--- src/rtl/csr_rmw_pkg.sv ---
package csr_rmw_pkg;

  typedef enum logic [1:0] {
    OP_NONE  = 2'b00,
    OP_WRITE = 2'b01,
    OP_SET   = 2'b10,
    OP_CLEAR = 2'b11
  } csr_op_e;

  localparam int unsigned ADDR_W = 12;
  localparam int unsigned N_RW   = 3;

  localparam logic [ADDR_W-1:0] RW_ADDR [N_RW] = '{12'h340, 12'h140, 12'h041};
  localparam logic [ADDR_W-1:0] ID_ADDR        = 12'hF11;

  typedef struct packed {
    logic bad_op;
    logic unimpl;
    logic priv_low;
    logic ro_write;
  } fault_t;

endpackage

--- src/rtl/csr_rmw_rstsync.sv ---
module csr_rmw_rstsync #(
  parameter int unsigned STAGES = 2
) (
  input  logic clk,
  input  logic rst_n_in,
  output logic rst_n_out
);
  logic [STAGES-1:0] sync_q;
  logic [STAGES-1:0] sync_d;

  always_comb begin
    sync_d = {sync_q[STAGES-2:0], 1'b1};
  end

  always_ff @(posedge clk or negedge rst_n_in) begin
    if (!rst_n_in) sync_q <= '0;
    else           sync_q <= sync_d;
  end

  assign rst_n_out = sync_q[STAGES-1];
endmodule

--- src/rtl/csr_rmw_opdec.sv ---
module csr_rmw_opdec
  import csr_rmw_pkg::*;
#(
  parameter int unsigned XLEN = 32
) (
  input  logic [1:0]      op,
  input  logic [XLEN-1:0] src,
  input  logic            src_nz,
  output logic [XLEN-1:0] mask,
  output logic [XLEN-1:0] value,
  output logic            op_ok
);
  logic [XLEN-1:0] gated_src;

  always_comb begin
    gated_src = src_nz ? src : '0;
    mask  = '0;
    value = '0;
    op_ok = 1'b1;
    case (csr_op_e'(op))
      OP_WRITE: begin
        mask  = '1;
        value = src;
      end
      OP_SET: begin
        mask  = gated_src;
        value = '1;
      end
      OP_CLEAR: begin
        mask  = gated_src;
        value = '0;
      end
      default: begin
        op_ok = 1'b0;
      end
    endcase
  end
endmodule

--- src/rtl/csr_rmw_guard.sv ---
module csr_rmw_guard
  import csr_rmw_pkg::*;
(
  input  logic [3:0] addr_hi,
  input  logic [1:0] priv,
  input  logic       mask_any,
  input  logic       op_ok,
  input  logic       hit,
  output logic       fail
);
  localparam logic [1:0] RO_SPACE = 2'b11;

  fault_t flt;
  logic [1:0] min_priv;
  logic [1:0] space;

  always_comb begin
    space          = addr_hi[3:2];
    min_priv       = addr_hi[1:0];
    flt.bad_op     = ~op_ok;
    flt.unimpl     = ~hit;
    flt.priv_low   = (priv < min_priv);
    flt.ro_write   = (space == RO_SPACE) && mask_any;
    fail           = |flt;
  end
endmodule

--- src/rtl/csr_rmw_bank.sv ---
module csr_rmw_bank
  import csr_rmw_pkg::*;
#(
  parameter int unsigned     XLEN     = 32,
  parameter logic [XLEN-1:0] ID_VALUE = 32'h5A5A_0001
) (
  input  logic              clk,
  input  logic              rst_n,
  input  logic [ADDR_W-1:0] addr,
  input  logic              wr_en,
  input  logic [XLEN-1:0]   wr_mask,
  input  logic [XLEN-1:0]   wr_val,
  output logic              hit,
  output logic [XLEN-1:0]   rdata
);
  logic [N_RW-1:0]  sel;
  logic [XLEN-1:0]  reg_q   [N_RW];
  logic [XLEN-1:0]  reg_d   [N_RW];
  logic [XLEN-1:0]  sel_dat [N_RW];
  logic             id_sel;

  assign id_sel = (addr == ID_ADDR);

  for (genvar i = 0; i < N_RW; i++) begin : g_rw
    logic upd;
    assign sel[i]     = (addr == RW_ADDR[i]);
    assign upd        = wr_en & sel[i];
    assign sel_dat[i] = sel[i] ? reg_q[i] : '0;

    always_comb begin
      reg_d[i] = (reg_q[i] & ~wr_mask) | (wr_val & wr_mask);
    end

    always_ff @(posedge clk or negedge rst_n) begin
      if (!rst_n)   reg_q[i] <= '0;
      else if (upd) reg_q[i] <= reg_d[i];
    end
  end

  always_comb begin
    hit   = (|sel) | id_sel;
    rdata = id_sel ? ID_VALUE : '0;
    for (int k = 0; k < N_RW; k++) begin
      rdata = rdata | sel_dat[k];
    end
  end
endmodule

--- src/rtl/csr_rmw_unit.sv ---
module csr_rmw_unit
  import csr_rmw_pkg::*;
#(
  parameter int unsigned     XLEN     = 32,
  parameter logic [XLEN-1:0] ID_VALUE = 32'h5A5A_0001
) (
  input  logic              clk,
  input  logic              rst_n,
  input  logic              req_valid,
  input  logic [1:0]        req_op,
  input  logic [11:0]       req_addr,
  input  logic [XLEN-1:0]   req_src,
  input  logic              req_src_nz,
  input  logic [1:0]        req_priv,
  output logic              rsp_done,
  output logic              rsp_fault,
  output logic [XLEN-1:0]   rsp_old
);
  logic            rst_core_n;
  logic [XLEN-1:0] upd_mask;
  logic [XLEN-1:0] upd_val;
  logic            op_ok;
  logic            mask_any;
  logic            bank_hit;
  logic [XLEN-1:0] bank_rdata;
  logic            access_fail;
  logic            bank_wr_en;

  logic            done_q,  done_d;
  logic            fault_q, fault_d;
  logic [XLEN-1:0] old_q,   old_d;
  logic            old_en;

  csr_rmw_rstsync #(.STAGES(2)) u_rst (
    .clk       (clk),
    .rst_n_in  (rst_n),
    .rst_n_out (rst_core_n)
  );

  csr_rmw_opdec #(.XLEN(XLEN)) u_dec (
    .op     (req_op),
    .src    (req_src),
    .src_nz (req_src_nz),
    .mask   (upd_mask),
    .value  (upd_val),
    .op_ok  (op_ok)
  );

  assign mask_any = |upd_mask;

  csr_rmw_guard u_guard (
    .addr_hi  (req_addr[11:8]),
    .priv     (req_priv),
    .mask_any (mask_any),
    .op_ok    (op_ok),
    .hit      (bank_hit),
    .fail     (access_fail)
  );

  assign bank_wr_en = req_valid & ~access_fail & mask_any;

  csr_rmw_bank #(.XLEN(XLEN), .ID_VALUE(ID_VALUE)) u_bank (
    .clk     (clk),
    .rst_n   (rst_core_n),
    .addr    (req_addr),
    .wr_en   (bank_wr_en),
    .wr_mask (upd_mask),
    .wr_val  (upd_val),
    .hit     (bank_hit),
    .rdata   (bank_rdata)
  );

  always_comb begin
    done_d  = req_valid;
    fault_d = req_valid & access_fail;
    old_en  = req_valid;
    old_d   = access_fail ? '0 : bank_rdata;
  end

  always_ff @(posedge clk or negedge rst_core_n) begin
    if (!rst_core_n) begin
      done_q  <= 1'b0;
      fault_q <= 1'b0;
    end else begin
      done_q  <= done_d;
      fault_q <= fault_d;
    end
  end

  always_ff @(posedge clk or negedge rst_core_n) begin
    if (!rst_core_n)  old_q <= '0;
    else if (old_en)  old_q <= old_d;
  end

  assign rsp_done  = done_q;
  assign rsp_fault = fault_q;
  assign rsp_old   = old_q;
endmodule

--- config.mk ---
export PLATFORM = sky130hd
export DESIGN_NAME = csr_rmw_unit
export DESIGN_NICKNAME = d
export VERILOG_FILES = /design/src/rtl/csr_rmw_pkg.sv /design/src/rtl/csr_rmw_rstsync.sv /design/src/rtl/csr_rmw_opdec.sv /design/src/rtl/csr_rmw_guard.sv /design/src/rtl/csr_rmw_bank.sv /design/src/rtl/csr_rmw_unit.sv
export SDC_FILE = /design/constraint.sdc
export NUM_CORES = 1
export LEC_CHECK = 0
export ABC_AREA = 1
export BUFFER_PORTS_ARGS = -buffer_cell sky130_fd_sc_hd__buf_2
export CAP_MARGIN = 20
export CORE_MARGIN = 1
export CORE_UTILIZATION = 60
export CTS_CLUSTER_SIZE = 28
export DETAILED_ROUTE_END_ITERATION = 10
export PLACE_DENSITY = 0.81
export SLEW_MARGIN = 20
export SYNTH_ARGS = -nofsm -noshare
export SYNTH_HDL_FRONTEND = slang
export SYNTH_HIERARCHICAL = 1
export SYNTH_SLANG_ARGS = --single-unit
--- constraint.sdc ---
create_clock -name clk -period 6.7 [get_ports clk]
set_input_delay 1.005 -clock clk [delete_from_list [all_inputs] [get_ports clk]]
set_output_delay 1.005 -clock clk [all_outputs]
set_load 0.02 [all_outputs]
==> qor_table.md <==
| Metric | Reported |
| --- | --- |
| Top_reg_cell synth | dfrtp_1 |
| Critical-path top delay cell | nor2_4 |
| Clock insertion delay at the later pin of the skew report | 0.42 ns |
| Post-synth ARST share | 100.0% |
| Fraction of the yosys area taken by sequential cells | 41.22% |
| Wire length on met2 | 10.31 mm |
| Series of cell instances along the critical path | buf_2 > inv_2 > nand2_4 > nand2_1 > nor2_1 > nand2_1 > nor2_1 > nand2_1 > nor2_1 > inv_1 > nand3_1 > nand2_1 > inv_1 > nand2_1 > inv_1 > buf_4 > nand2_2 > nor2_4 > buf_12 > nand4_1 > nand2_1 > nand2_1 |
| Max-Cap Viols | 0 |
| Worst-margin pin slew | 1.023 ns |
| Clock tree from TritonCTS | done |
| Highest attainable clock frequency | 199.7 MHz |
| Floorplan core area | 12820 um^2 |
| Number of failing hold endpoints at the final stage | 0 |
| Remaining antenna violation count after routing | 0 |
| Number of clock sinks | 132 |
| CP top delay family | simple AND/OR/NAND/NOR gates |
| DRC errors left | 0 |
| RSZ-0062 raised after global routing | no |
| Global-route wire length before repair | 38.48 mm |
| Wire per inst | 18.03 um |
| Largest voltage drop on the vdd net | 157.7 uV |
| Seq cells post-synth | 132 |
| Total congestion overflow | 0 |
| Clock root cell | clkbuf_16 |
| Mapped cell area | 8014 um^2 |
| DRT iter0 DRCs | 1368 |
| Clock buffers created by TritonCTS | 17 |
| Highest metal layer with signal wires | met4 |
| Clock edge transition at the registers on the reported setup and hold paths | 0.06 ns |
| Count of flip-flops with a built-in enable after synthesis | 0 |
| Category of the critical setup timing path | input pin to flip-flop |
| Setup TNS Final | 0 ns |
| Global-route usage over all layers | 34.81% |
| DRT met1 WL | 9.382 mm |
| Quantity of hold-fixing buffers added after cts | 0 |
| Cell type with the highest aggregate area in the netlist | dfrtp_1 |
| Critical Path Source Type | input pin |
| PD cells | 226.6 nW/um^2 |
| Final Wtd Congestion | 0.8256 |
| Fin Clk Skew | 0.007839 ns |
| CP peak stage delay | 0.68 ns |
| Number of instances in the synthesized netlist | 1072 |
| Commonest cells post-synth | nand2_1, nand4_1, dfrtp_1 |
| Die outline height | 117.6 um |
| Number of H-tree branching levels | 4 |
| Cell Count, Final, Fillers Out | 1288 |
| Die Outline Area | 13820 um^2 |
| Starting Density | 62.49% |
| Routed via count | 8309 |
| Share of the cycle needed by the critical path after routing | 74.74% |
| Pin count of the biggest net entering global routing | 84 |
| Total of endpoints with negative setup slack in the final report | 0 |
| Worst Reg-to-Reg Cells | 1 |
| Number of buffer cells added on primary ports | 85 |
| Top fanout value on the critical path | 43 |
| Std-Cell Rows | 41 |
| Die span in x | 117.6 um |
| Worst Setup End Kind | flip-flop |
| Number of cells on the critical path | 22 |
| Max Slew Vio Count | 0 |
| Half-perimeter wire length after placement | 13.40 mm |
| Class of the tightest hold or removal check | flip-flop to asynchronous set/reset pin |
| Synth area leaders | dfrtp_1, nand2_1, nand4_1 |
| Outcome | finished clean |
| Slack of the worst reg-to-reg path | 5.19 ns |
| Cell with the most instances after synthesis | nand2_1 |
| Arrival time reported for the critical path endpoint | 5.32 ns |
| Initial antenna violation count | 0 |
| Ratio of cells with drive above 1 in the final layout | 16.31% |
| Via/cell ratio | 6.451 |
| Met3 wire length | 2.918 mm |
| Average cell area after synthesis | 7.476 um^2 |
| Nets@finish | 1159 |
| Hold WS | 0.3467 ns |
| Total of cells resized after clock tree synthesis | 0 |
| Antenna diode count | 0 |
| Synth Net Count | 1128 |
| Total instance count after detailed placement | 1256 |
| Most used cell, CP | nand2_1 |
| Length of the first detailed-routing pass in iterations | 6 |
| Buffer count from post-CTS setup fixing | 0 |
| Layout overhead on the synthesized area | 11.79% |
| Number of top-level pins | 86 |
| Post-synth cell types | 28 |
| Area fraction of the dominant cell type after synthesis | 41.22% |
| Share of the core filled with cells | 69.85% |
| Total routed wirelength | 23.22 mm |
| Worst EP required | 7.01 ns |
| Tmin final | 5.008 ns |
| Worst-case clock buffer depth | 2 |
| Synthesis warning total | 6 |
| Critical path buffers and inverters | 7 |
| Leakage component of the power | 4.324 nW |
| Remaining max-slew budget at the tightest pin | 31.82% |
| Vias in the first global route | 7749 |
-- through the flow --
stage	total power, mW	instance area (um^2)	worst slack (ns)
final	2.030	8959	1.692
after CTS	2.027	8955	1.880
after detailed placement	0.9725	8282	1.472
after floorplan	0.9284	8014	2.750
after global placement	0.9704	8282	1.567
after global routing	2.080	8959	1.402
-- per-layer routing --
| layer | track usage (%) | vias up |
|---|---|---|
| met3 | 7.510 | 66 |
| met4 | 15.54 | 0 |
| met1 | 49.11 | 3879 |
| li1 | - | 3764 |
| met2 | 51.44 | 600 |
| met5 | 0 | - |
-- cell type report --
cell class | count | area [um^2]
multi-input combinational | 791 | 3926
clock inverter | 13 | 230.2
inverter | 60 | 225.2
timing repair buffer | 101 | 611.8
tap | 172 | 215.2
sequential | 132 | 3307
clock buffer | 19 | 442.9
fill | 1075 | 3866
-- cell usage in the layout (no fill, tap or decap), types with 2 or more instances in the layout --
cell	instances
a21oi_2	30
nand2_1	362
buf_4	10
nor3_1	2
nand4_1	201
bufinv_16	6
clkinv_2	2
dfrtp_1	131
a21oi_1	2
buf_12	5
nor2_1	33
ha_1	4
clkinv_4	2
o21ai_1	16
nor2_4	9
inv_2	7
clkbuf_16	17
inv_1	53
buf_2	85
nand3_1	112
clkinvlp_4	3
o21ai_0	16
-- worst paths after layout --
path	to	from
worst max-delay path	flip-flop	req_op[1]
worst min-delay path	asynchronous set/reset pin	u_rst/sync_q[1]$_DFF_PN0_
worst max register to register	rsp_old[4]$_DFFE_PN0P_	u_rst/sync_q[1]$_DFF_PN0_
worst min register to register	asynchronous set/reset pin	u_rst/sync_q[1]$_DFF_PN0_
max in group asynchronous	rsp_old[4]$_DFFE_PN0P_	u_rst/sync_q[1]$_DFF_PN0_
min in group clk	u_rst/sync_q[1]$_DFF_PN0_	u_rst/sync_q[0]$_DFF_PN0_
-- report_power, final --
group          switching, mW  internal [mW]  total (mW)
Sequential           0.00588          0.799       0.805
Combinational          0.123         0.0358       0.159
Clock                  0.360          0.707        1.07
Total                  0.488           1.54        2.03
-- cell families (layout without fill, tap and decap cells) --
logic type / count (synthesis) / after routing / share of synthesized area [%]
simple gates: 722 / 722 / 42.55
buf+inv: 149 / 193 / 10.16
flops: 132 / 132 / 41.22
compound gates: 64 / 64 / 5.402
fa+ha+maj: 4 / 4 / 0.6245
other cells: 1 / 1 / 0.04679
(Power assumes the default switching activity.)
